File: src/rtl/dram_hp_pkg.sv
package dram_hp_pkg;

  localparam int XW = 4;
  localparam int DW = 8;

  typedef enum logic [1:0] {
    ACC_NONE   = 2'd0,
    ACC_RAM_WR = 2'd1,
    ACC_RAM_RD = 2'd2,
    ACC_REG_WR = 2'd3
  } acc_e;

  localparam logic [3:0] CMD_COL_HI  = 4'h0;
  localparam logic [7:0] CMD_ROW_ARM = 8'h10;
  localparam logic [6:0] CMD_REV_HI  = 7'b0010000;

  function automatic logic [XW-1:0] col_map(input logic [XW-1:0] col, input logic rev);
    logic [XW-1:0] top;
    top = '1;
    return rev ? (top - col) : col;
  endfunction

endpackage

File: src/rtl/dram_bus_decode.sv
module dram_bus_decode
  import dram_hp_pkg::*;
(
  input  logic clk,
  input  logic rst_n,
  input  logic cs_n,
  input  logic rs,
  input  logic rd_n,
  input  logic wr_n,
  output acc_e acc_o
);

  logic wr_prev_q, rd_prev_q;
  logic wr_fall, rd_fall;
  acc_e acc_d;

  always_comb begin
    wr_fall = wr_prev_q & ~wr_n & rd_n;
    rd_fall = rd_prev_q & ~rd_n & wr_n;
    acc_d   = ACC_NONE;
    if (!cs_n) begin
      if (wr_fall)      acc_d = rs ? ACC_REG_WR : ACC_RAM_WR;
      else if (rd_fall) acc_d = rs ? ACC_NONE : ACC_RAM_RD;
    end
  end

  assign acc_o = acc_d;

  always_ff @(posedge clk or negedge rst_n) begin
    if (!rst_n) begin
      wr_prev_q <= 1'b1;
      rd_prev_q <= 1'b1;
    end else begin
      wr_prev_q <= wr_n;
      rd_prev_q <= rd_n;
    end
  end

  p_cs_gate_r1: assert property (@(posedge clk) disable iff (!rst_n)
    cs_n |-> acc_o == ACC_NONE);

  p_both_low_r11: assert property (@(posedge clk) disable iff (!rst_n)
    (!rd_n && !wr_n) |-> acc_o == ACC_NONE);

  p_one_write_r12: assert property (@(posedge clk) disable iff (!rst_n)
    (acc_o == ACC_RAM_WR || acc_o == ACC_REG_WR) |=> !(acc_o == ACC_RAM_WR || acc_o == ACC_REG_WR));

  p_one_read_r12: assert property (@(posedge clk) disable iff (!rst_n)
    acc_o == ACC_RAM_RD |=> acc_o != ACC_RAM_RD);

endmodule

File: src/rtl/dram_cmd_regs.sv
module dram_cmd_regs
  import dram_hp_pkg::*;
#(
  parameter int YW = 8
) (
  input  logic          clk,
  input  logic          rst_n,
  input  logic          reg_wr_i,
  input  logic [DW-1:0] din_i,
  output logic [XW-1:0] col_o,
  output logic [YW-1:0] row_o,
  output logic          rev_o,
  output logic          addr_load_o
);

  logic [XW-1:0] col_q, col_d;
  logic [YW-1:0] row_q, row_d;
  logic          rev_q, rev_d;
  logic          arm_q, arm_d;
  logic          load_d;
  logic          is_col, is_arm, is_rev;

  always_comb begin
    is_col = (din_i[7:4] == CMD_COL_HI);
    is_arm = (din_i == CMD_ROW_ARM);
    is_rev = (din_i[7:1] == CMD_REV_HI);
    col_d  = col_q;
    row_d  = row_q;
    rev_d  = rev_q;
    arm_d  = arm_q;
    load_d = 1'b0;
    if (reg_wr_i) begin
      if (arm_q) begin
        row_d  = YW'(din_i);
        arm_d  = 1'b0;
        load_d = 1'b1;
      end else if (is_col) begin
        col_d  = din_i[XW-1:0];
        load_d = 1'b1;
      end else if (is_arm) begin
        arm_d  = 1'b1;
      end else if (is_rev) begin
        rev_d  = din_i[0];
      end
    end
  end

  always_ff @(posedge clk or negedge rst_n) begin
    if (!rst_n) begin
      col_q <= '0;
      row_q <= '0;
      rev_q <= 1'b0;
      arm_q <= 1'b0;
    end else if (reg_wr_i) begin
      col_q <= col_d;
      row_q <= row_d;
      rev_q <= rev_d;
      arm_q <= arm_d;
    end
  end

  assign col_o       = col_q;
  assign row_o       = row_q;
  assign rev_o       = rev_q;
  assign addr_load_o = load_d;

  p_hold_r9: assert property (@(posedge clk) disable iff (!rst_n)
    !reg_wr_i |=> $stable(col_q) && $stable(row_q) && $stable(rev_q));

  p_undef_r9: assert property (@(posedge clk) disable iff (!rst_n)
    (reg_wr_i && !arm_q && din_i[7:4] != 4'h0 && din_i != 8'h10 && din_i[7:1] != 7'h10)
      |=> $stable(col_q) && $stable(row_q) && $stable(rev_q) && !$past(addr_load_o));

  p_col_load_r6: assert property (@(posedge clk) disable iff (!rst_n)
    (reg_wr_i && !arm_q && din_i[7:4] == 4'h0) |=> col_q == $past(din_i[3:0]));

  p_row_load_r7: assert property (@(posedge clk) disable iff (!rst_n)
    (reg_wr_i && arm_q) |=> row_q == $past(YW'(din_i)) && $stable(col_q));

endmodule

File: src/rtl/dram_read_pipe.sv
module dram_read_pipe
  import dram_hp_pkg::*;
(
  input  logic          clk,
  input  logic          rst_n,
  input  logic          rd_i,
  input  logic          inv_i,
  input  logic [DW-1:0] mem_q_i,
  output logic [DW-1:0] data_o
);

  logic [DW-1:0] latch_q, latch_d;
  logic [DW-1:0] out_q, out_d;
  logic          en;

  always_comb begin
    latch_d = latch_q;
    out_d   = out_q;
    if (inv_i) begin
      latch_d = '0;
    end else if (rd_i) begin
      out_d   = latch_q;
      latch_d = mem_q_i;
    end
    en = inv_i | rd_i;
  end

  always_ff @(posedge clk or negedge rst_n) begin
    if (!rst_n) begin
      latch_q <= '0;
      out_q   <= '0;
    end else if (en) begin
      latch_q <= latch_d;
      out_q   <= out_d;
    end
  end

  assign data_o = out_q;

  p_pipe_r4: assert property (@(posedge clk) disable iff (!rst_n)
    rd_i |=> out_q == $past(latch_q));

  p_dummy_r5: assert property (@(posedge clk) disable iff (!rst_n)
    inv_i |=> latch_q == '0);

  p_out_hold_r4: assert property (@(posedge clk) disable iff (!rst_n)
    !rd_i |=> $stable(out_q));

endmodule

File: src/rtl/dram_store.sv
module dram_store
  import dram_hp_pkg::*;
#(
  parameter int RAM_YW = 3
) (
  input  logic                 clk,
  input  logic                 rst_n,
  input  logic                 we_i,
  input  logic [RAM_YW+XW-1:0] addr_i,
  input  logic [DW-1:0]        wdata_i,
  output logic [DW-1:0]        rdata_o
);

  localparam int DEPTH = 1 << (RAM_YW + XW);

  logic [DW-1:0] mem [DEPTH];

  always_ff @(posedge clk) begin
    if (we_i) mem[addr_i] <= wdata_i;
  end

  assign rdata_o = mem[addr_i];

  p_store_r3: assert property (@(posedge clk) disable iff (!rst_n)
    we_i |=> mem[$past(addr_i)] == $past(wdata_i));

endmodule

File: src/rtl/dram_host_port.sv
module dram_host_port
  import dram_hp_pkg::*;
#(
  parameter int YW     = 8,
  parameter int RAM_YW = 3
) (
  input  logic       clk,
  input  logic       rst_n,
  input  logic       cs_n,
  input  logic       rs,
  input  logic       rd_n,
  input  logic       wr_n,
  input  logic [7:0] din,
  output logic [7:0] dout,
  output logic       dout_en
);

  localparam int AW = RAM_YW + XW;

  logic [1:0]    rst_sync_q;
  logic          rst_core_n;
  acc_e          acc;
  logic [XW-1:0] col_w;
  logic [YW-1:0] row_w;
  logic          rev_w;
  logic          addr_load;
  logic [AW-1:0] mem_addr;
  logic [DW-1:0] mem_q;

  always_ff @(posedge clk or negedge rst_n) begin
    if (!rst_n) rst_sync_q <= 2'b00;
    else        rst_sync_q <= {rst_sync_q[0], 1'b1};
  end
  assign rst_core_n = rst_sync_q[1];

  dram_bus_decode u_dec (
    .clk   (clk),
    .rst_n (rst_core_n),
    .cs_n  (cs_n),
    .rs    (rs),
    .rd_n  (rd_n),
    .wr_n  (wr_n),
    .acc_o (acc)
  );

  dram_cmd_regs #(.YW(YW)) u_regs (
    .clk         (clk),
    .rst_n       (rst_core_n),
    .reg_wr_i    (acc == ACC_REG_WR),
    .din_i       (din),
    .col_o       (col_w),
    .row_o       (row_w),
    .rev_o       (rev_w),
    .addr_load_o (addr_load)
  );

  assign mem_addr = {row_w[RAM_YW-1:0], col_map(col_w, rev_w)};

  dram_store #(.RAM_YW(RAM_YW)) u_store (
    .clk     (clk),
    .rst_n   (rst_core_n),
    .we_i    (acc == ACC_RAM_WR),
    .addr_i  (mem_addr),
    .wdata_i (din),
    .rdata_o (mem_q)
  );

  dram_read_pipe u_pipe (
    .clk     (clk),
    .rst_n   (rst_core_n),
    .rd_i    (acc == ACC_RAM_RD),
    .inv_i   (addr_load),
    .mem_q_i (mem_q),
    .data_o  (dout)
  );

  assign dout_en = ~cs_n & ~rd_n;

  p_row_src_r7: assert property (@(posedge clk) disable iff (!rst_core_n)
    !$stable(mem_addr[AW-1:XW]) |-> !$stable(row_w));

  p_col_src_r8: assert property (@(posedge clk) disable iff (!rst_core_n)
    !$stable(mem_addr[XW-1:0]) |-> (!$stable(col_w) || !$stable(rev_w)));

endmodule

File: config.mk
export PLATFORM = sky130hd
export DESIGN_NAME = dram_host_port
export DESIGN_NICKNAME = d
export VERILOG_FILES = /design/src/rtl/dram_hp_pkg.sv /design/src/rtl/dram_bus_decode.sv /design/src/rtl/dram_cmd_regs.sv /design/src/rtl/dram_read_pipe.sv /design/src/rtl/dram_store.sv /design/src/rtl/dram_host_port.sv
export SDC_FILE = /design/constraint.sdc
export NUM_CORES = 1
export LEC_CHECK = 0
export BUFFER_PORTS_ARGS = -buffer_cell sky130_fd_sc_hd__buf_2
export CAP_MARGIN = 0
export CORE_MARGIN = 1
export CORE_UTILIZATION = 36
export DETAILED_ROUTE_END_ITERATION = 8
export PLACE_DENSITY = 0.52
export SYNTH_ARGS = -nofsm -noshare
export SYNTH_HDL_FRONTEND = slang
export SYNTH_SLANG_ARGS = --single-unit
File: constraint.sdc
create_clock -name clk -period 1 [get_ports clk]
set_input_delay 0.2 -clock clk [delete_from_list [all_inputs] [get_ports clk]]
set_output_delay 0.2 -clock clk [all_outputs]
set_load 0.02 [all_outputs]
==> results of run 1 <==
==> worst max-delay path: stages (launching register included) <==
cell and delay [ns]:
dfrtp_4 0.53, buf_8 0.17, buf_12 0.13, or3b_4 0.41, buf_12 0.18, buf_4 0.14, o22ai_1 0.16, a21oi_1 0.06
o211ai_1 0.09, nand3_1 0.21, a41o_2 0.40, a32o_1 0.27
==> per-layer routing <==
layer	wire, um	part of all wire	vias up	global-route usage
met5	37	0.00018	-	0
met1	83500	0.41	19400	0.390
met3	18300	0.090	396	0.0539
met2	93400	0.46	2288	0.439
met4	8950	0.044	6	0.128
li1	-	-	15200	-
==> cell usage after synthesis (12+ instances only) <==
| library cell | number | area (sq um) |
|---|---|---|
| nor2b_1 | 13 | 81.3 |
| dfrtp_1 | 27 | 676 |
| o221ai_1 | 113 | 990 |
| nor3_1 | 13 | 65.1 |
| mux2_2 | 170 | 1910 |
| a221o_1 | 20 | 200 |
| clkbuf_1 | 74 | 278 |
| a21oi_1 | 94 | 470 |
| edfxtp_1 | 1024 | 30700 |
| or3b_2 | 13 | 114 |
| nand3_1 | 26 | 130 |
| buf_2 | 84 | 420 |
| a211oi_1 | 25 | 188 |
| a31oi_1 | 14 | 87.6 |
| buf_1 | 14 | 52.6 |
| nand2_1 | 119 | 447 |
| mux2i_1 | 146 | 1460 |
| a22oi_1 | 63 | 473 |
| a2bb2oi_1 | 15 | 131 |
| o21ai_0 | 82 | 410 |
| buf_6 | 49 | 552 |
| nor2_1 | 208 | 781 |
| nand2b_1 | 12 | 75.1 |
| mux4_2 | 234 | 5270 |
| o22ai_1 | 186 | 1160 |
| buf_4 | 46 | 345 |
| o211ai_1 | 18 | 135 |
| o31ai_1 | 13 | 97.6 |
| a221oi_1 | 55 | 482 |
==> final cells by class <==
class | instances | area (sq um) | area share
Sequential cell | 1053 | 31500 | 0.466
Multi-Input combinational cell | 1842 | 18400 | 0.272
Timing Repair Buffer | 1026 | 11300 | 0.167
Clock buffer | 139 | 3050 | 0.0451
Tap cell | 1794 | 2240 | 0.0332
Clock inverter | 73 | 1010 | 0.0149
Inverter | 11 | 66.3 | 0.000981
Timing Repair inverter | 1 | 8.76 | 0.000130
Antenna cell | 3 | 7.51 | 0.000111
==> registers in the layout, indices dropped and copies added, names as in the netlist <==
| signal | count |
|---|---|
| u_regs.rev_o | 1 |
| u_pipe.latch_q | 8 |
| u_dec.rd_prev_q | 1 |
| rst_sync_q | 2 |
| u_regs.arm_q | 1 |
| u_regs.row_o | 3 |
| u_pipe.data_o | 8 |
| u_store.mem | 1024 |
| u_dec.wr_prev_q | 1 |
| u_regs.col_o | 4 |
==> cells in the final DEF (no fill, tap or decap), drive strengths merged, types with 15 or more instances in the layout <==
cell type	Yosys	layout
edfxtp	1024	1024
buf	204	1006
mux4	235	235
nor2	209	209
o22ai	186	186
mux2	171	171
clkbuf	76	149
mux2i	146	146
nand2	119	119
o221ai	114	114
a21oi	94	94
o21ai	86	86
a22oi	63	63
a221oi	55	55
clkinv	3	42
dfrtp	27	27
nand3	26	26
a211oi	26	26
bufinv	0	24
a221o	20	20
o211ai	18	18
a2bb2oi	15	15
==> worst paths after layout <==
path	slack [ns]	to
setup / recovery	-1.89	u_pipe.latch_q[1]
hold / removal	0.01	u_regs.arm_q
setup reg to reg	-1.89	u_pipe.latch_q[1]
hold reg to reg	0.23	u_pipe.data_o[0]
max in group asynchronous	0.50	u_dec.rd_prev_q
min in group asynchronous	0.23	u_pipe.data_o[0]
==> timing repair <==
item	in CTS	in global routing
hold buffers	6	0
pin swaps	29	49
resized for setup	193	127
gates cloned	6	10
hold endpoints to repair	10	0
endpoints found under the setup margin	1114	1241
buffers inserted	39	44
==> kinds of logic (layout without fill, tap and decap cells) <==
logic type                Yosys count  in the layout  share of synthesized area
and+or+nand+nor                   479            479                     0.0446
muxes                             552            552                      0.173
other                               1              4                  0.0000749
xor gates and xnor gates            2              2                   0.000350
DFF                              1053           1053                      0.628
buffers and inverters             291           1250                     0.0374
AOI/OAI and AO/OA                 808            808                      0.116
==> power groups by stage <==
stage	logic [W]	registers (W)	clock network [W]
after detailed placement	0.00867	0.0496	0
after global routing	0.00996	0.0486	0.0482
after global placement	0.00858	0.0496	0
after CTS	0.00912	0.0486	0.0467
after floorplan	0.00420	0.0496	0
final	0.00965	0.0486	0.0461
==> through the flow <==
| step | area [sq um] | worst slack [ns] | instances |
|---|---|---|---|
| floorplan | 51200 | -1.37 | 3186 |
| global placement | 61000 | -2.37 | 5627 |
| detailed placement | 61000 | -2.35 | 5627 |
| CTS | 66500 | -1.88 | 5887 |
| global route | 67600 | -1.90 | 5939 |
| finish | 67600 | -1.89 | 5942 |
==> results by group, run 1 <==
Place
  • Routability Congestion: 0.941
  • DP HPWL: 142000 um
  • Buffers on Ports: 22

Timing
  • Worst Tran Pin Value: 0.963 ns
  • Setup TNS: -1697.78 ns
  • Max-slew violations: 0
  • Tcrit/Tclk final: 2.89
  • Final setup viols: 1240
  • Final Hold Viols: 0
  • Hold WS: 0.0114 ns
  • Final min period: 2.89 ns
  • Max Clk Rate: 346 MHz
  • Clk_skew: 0.0336 ns
  • Unrepaired setup endpoints after global routing: yes
  • Setup ws final: -1.89 ns
  • Slew Limit Headroom: 0.358

Floorplanning
  • Total die area: 0.141 sq mm
  • Core footprint: 0.138 sq mm
  • Die height: 375 um
  • I/O pins: 23
  • Starting Density: 0.363
  • # rows: 136
  • Die Span X: 375 um

Clock network
  • Clock latency at the later pin of the worst-skew pair: 0.75 ns
  • Clock Tree Root: clkbuf_16
  • Longest Clk Path Bufs: 3
  • CTS sink cnt: 1053
  • Number of CTS-inserted buffers: 116
  • H-tree depth: 3
  • Clock transition at path regs: 0.07 ns
  • TritonCTS clock tree: built

Worst hold path
  • Hold depth: 3
  • Hold wc startpoint: din[2]
  • Hold Crit Class: input pin to flip-flop

Outcome
  • Failing checks: setup timing
  • Status: complete, but fails checks

Route
  • Vias: 37200
  • Vias per cell: 6.26
  • First-pass iteration count of the detailed router: 6
  • Antenna Nets Post-Route: 0
  • Wire length per cell: 34.4 um
  • Total Routed Length: 204000 um
  • Initial DRC count: 5259
  • Drt drc: 0

Worst setup path
  • CP Max Fanout: 10
  • R2r startpoint: u_regs.col_o[0]
  • CP startpoint: u_regs.col_o[0]
  • Critical Path RT: 1.64 ns
  • Critical path type: flip-flop to flip-flop
  • Worst reg2reg path depth: 11
  • CP endpoint kind: flip-flop
  • Crit path DAT: 3.52 ns
  • Setup crit start kind: flip-flop

Yosys
  • #FFs+latches synth: 1053
  • Gate Count Post-Synth: 3186
  • Post-Syn Nets: 3200
  • Async SR Flop Fraction: 0.0275
  • Mapped Area: 0.0501 sq mm
  • Synth warn: 0
  • Number of flops mapped to enable cells by yosys: 1024
  • Library cells used by synthesis: 93
  • Top FF cell, synth: edfxtp_1
  • Post-synthesis sequential area ratio: 0.628
  • Avg Inst Size Synth: 15.7 sq um

Layout
  • Nets: 4065
  • Layout Area Growth over Synthesis: 34.9%
  • Layout cells sized above 1: 0.454
  • Fill cells: 11600
  • Layout Utilization: 0.490

GRT
  • Largest net degree at the start of global routing: 128
  • Vias in the first global route: 36800
  • First-pass GRT wire length: 284000 um
  • Initial antenna violation count: 6
  • Total congestion overflow: 0
  • Total Routing Usage GR: 0.285

Flow run
  • Max-Cap Viols: 0

Pwr
  • Comb pwr share: 0.092
  • Total Power: 0.104 W
  • Sequential cell fraction of total power: 0.466
  • Clock power frac: 0.442
  • Internal power: 0.0805 W
  • Peak supply drop: 1630 uV
  • Psw: 0.0240 W
  • Leakage power: 22.4 nW
  • Sw Share: 0.230
  • P per Cell Area: 1550 mW/mm^2
(Power assumes the default switching activity.)
==> run 2: changes to the inputs <==
--- a/config.mk
+++ b/config.mk
@@ -9,6 +9,7 @@
 export CAP_MARGIN = 0
 export CORE_MARGIN = 1
 export CORE_UTILIZATION = 36
+export CTS_BUF_LIST = sky130_fd_sc_hd__clkbuf_16
 export DETAILED_ROUTE_END_ITERATION = 8
 export PLACE_DENSITY = 0.52
 export SYNTH_ARGS = -nofsm -noshare
==> run 2 against run 1 <==
Against the previous run:
- the flow still finishes with violations (setup timing)
- clock-buffer cell count fell by 22
- worst setup slack improved by 0.019 ns
- worst hold slack improved by 0.0016 ns
- cell area rose by 0.23%
- total power fell by 0.44%
- first-iteration DRC count fell by 0.48%
- largest cell class unchanged
==> results by group, run 2 (synthesized netlist as in run 1, its figures left out) <==
Worst setup path
  • Critical path type: flip-flop to flip-flop
  • Setup crit start kind: flip-flop
  • R2R Path End: u_pipe.latch_q[5]
  • FF-to-FF setup slack: -1.87 ns
  • R2r startpoint: u_regs.col_o[0]
  • CP startpoint: u_regs.col_o[0]
  • CP endpoint kind: flip-flop
  • Worst reg2reg path depth: 9
  • CP Max Fanout: 10
  • Critical Path RT: 1.64 ns
  • Crit path DAT: 3.51 ns

Route
  • Initial DRC count: 5234
  • Antenna Nets Post-Route: 0
  • First-pass iteration count of the detailed router: 6
  • Vias: 37200
  • Total Routed Length: 204000 um
  • Wire length per cell: 34.4 um
  • Drt drc: 0
  • Vias per cell: 6.26

Pwr
  • Total Power: 0.104 W
  • Leakage power: 22.5 nW
  • Peak supply drop: 1630 uV
  • P per Cell Area: 1530 mW/mm^2

Clock network
  • Clock transition at path regs: 0.06 ns
  • Clock Tree Root: clkbuf_16
  • Clock latency at the later pin of the worst-skew pair: 0.75 ns
  • Number of CTS-inserted buffers: 116
  • H-tree depth: 3
  • Longest Clk Path Bufs: 3
  • CTS sink cnt: 1053
  • TritonCTS clock tree: built

Place
  • Buffers on Ports: 22
  • DP Area: 0.0610 sq mm
  • DP HPWL: 142000 um
  • Routability Congestion: 0.941

Timing
  • Clk_skew: 0.0322 ns
  • Setup TNS: -1694.83 ns
  • Tcrit/Tclk final: 2.87
  • Final setup viols: 1240
  • Max-slew violations: 0
  • Worst Tran Pin Value: 0.951 ns
  • Final Hold Viols: 0
  • Slew Limit Headroom: 0.366
  • Hold WS: 0.0131 ns
  • Max Clk Rate: 349 MHz
  • Setup ws final: -1.87 ns
  • Unrepaired setup endpoints after global routing: yes
  • Final min period: 2.87 ns

Layout
  • Fill cells: 11600
  • Layout Area Growth over Synthesis: 35.2%
  • Register name with the most flops: u_store.mem
  • Fin area: 0.0677 sq mm
  • Layout cells sized above 1: 0.457
  • Most common cell after layout, fill and taps aside: edfxtp_1
  • Nets: 4065
  • Most frequent cells in the layout: edfxtp_1 (1024), buf_4 (660), mux4_2 (234), buf_12 (223), o22ai_1 (180)
  • Max reg flops: 1024

GRT
  • Total congestion overflow: 0
  • Largest net degree at the start of global routing: 128
  • Total Routing Usage GR: 0.285
  • Initial antenna violation count: 6
  • First-pass GRT wire length: 284000 um
  • Vias in the first global route: 36800

Worst hold path
  • Hold depth: 3
  • Hold Crit Class: input pin to flip-flop
  • Hold Path End: u_regs.arm_q
  • Hold wc startpoint: din[2]

Flow run
  • Max-Cap Viols: 0

Outcome
  • Failing checks: setup timing
  • Status: complete, but fails checks

Floorplanning
  • Die Span X: 375 um
  • Core footprint: 0.138 sq mm
  • # rows: 136
  • Starting Density: 0.363
  • I/O pins: 23
  • Die height: 375 um
  • Total die area: 0.141 sq mm
-- run 2: worst max path at each step --
stage	cells past startpoint	slack, ns	end
3_3_place_gp	11	-2.37	u_pipe.latch_q[4]
2_1_floorplan	11	-1.37	u_pipe.latch_q[6]
6_report	9	-1.87	u_pipe.latch_q[5]
5_1_grt	12	-1.90	u_pipe.latch_q[4]
4_1_cts	9	-1.88	u_pipe.latch_q[4]
3_5_place_dp	11	-2.35	u_pipe.latch_q[4]
-- run 2: power breakdown --
group / switching (W) / leakage (nW) / internal, W
Combinational: 0.00552 / 10.9 / 0.00418
Sequential: 0.000131 / 9.57 / 0.0485
Clock: 0.0183 / 2.02 / 0.0273
-- run 2: worst max-delay path, stage by stage, from the launching register on --
cell and delay [ns]:
dfrtp_4 0.53, buf_8 0.17, buf_12 0.15, and2b_4 0.40, a221oi_1 0.16, or4_1 0.51, a31oi_2 0.22, buf_4 0.20
o22ai_2 0.13, a32o_1 0.30
-- run 2: stage by stage --
step                      std cells   util  setup slack (ns)
final                          5941  0.491             -1.87
after floorplan                3186      -             -1.37
after CTS                      5887  0.482             -1.88
after global placement         5627  0.443             -2.37
after detailed placement       5627  0.443             -2.35
after global routing           5939  0.491             -1.90
-- run 2: routing by layer --
metal,up-vias,part of all wire,global-route usage
met1,19300,0.41,0.389
met2,2269,0.46,0.439
li1,15200,-,-
met5,-,0.00018,0
met4,6,0.045,0.128
met3,419,0.090,0.0542
-- run 2: timing repair --
item | CTS | global route
pin swaps | 29 | 50
gates resized for setup | 197 | 165
setup buffers | 39 | 43
endpoints found under the hold margin | 10 | 0
endpoints found under the setup margin | 1114 | 1241
hold buffers | 6 | 0
gates cloned | 6 | 11
-- run 2: final cells by class --
class | count | area (sq um) | share of cell area
Tap cell | 1794 | 2240 | 0.0331
Timing Repair inverter | 1 | 8.76 | 0.000129
Timing Repair Buffer | 1026 | 11400 | 0.168
Inverter | 11 | 63.8 | 0.000942
Clock buffer | 117 | 2930 | 0.0432
Clock inverter | 95 | 1090 | 0.0161
Antenna cell | 2 | 5.00 | 0.0000739
Sequential cell | 1053 | 31500 | 0.465
Multi-Input combinational cell | 1842 | 18500 | 0.273
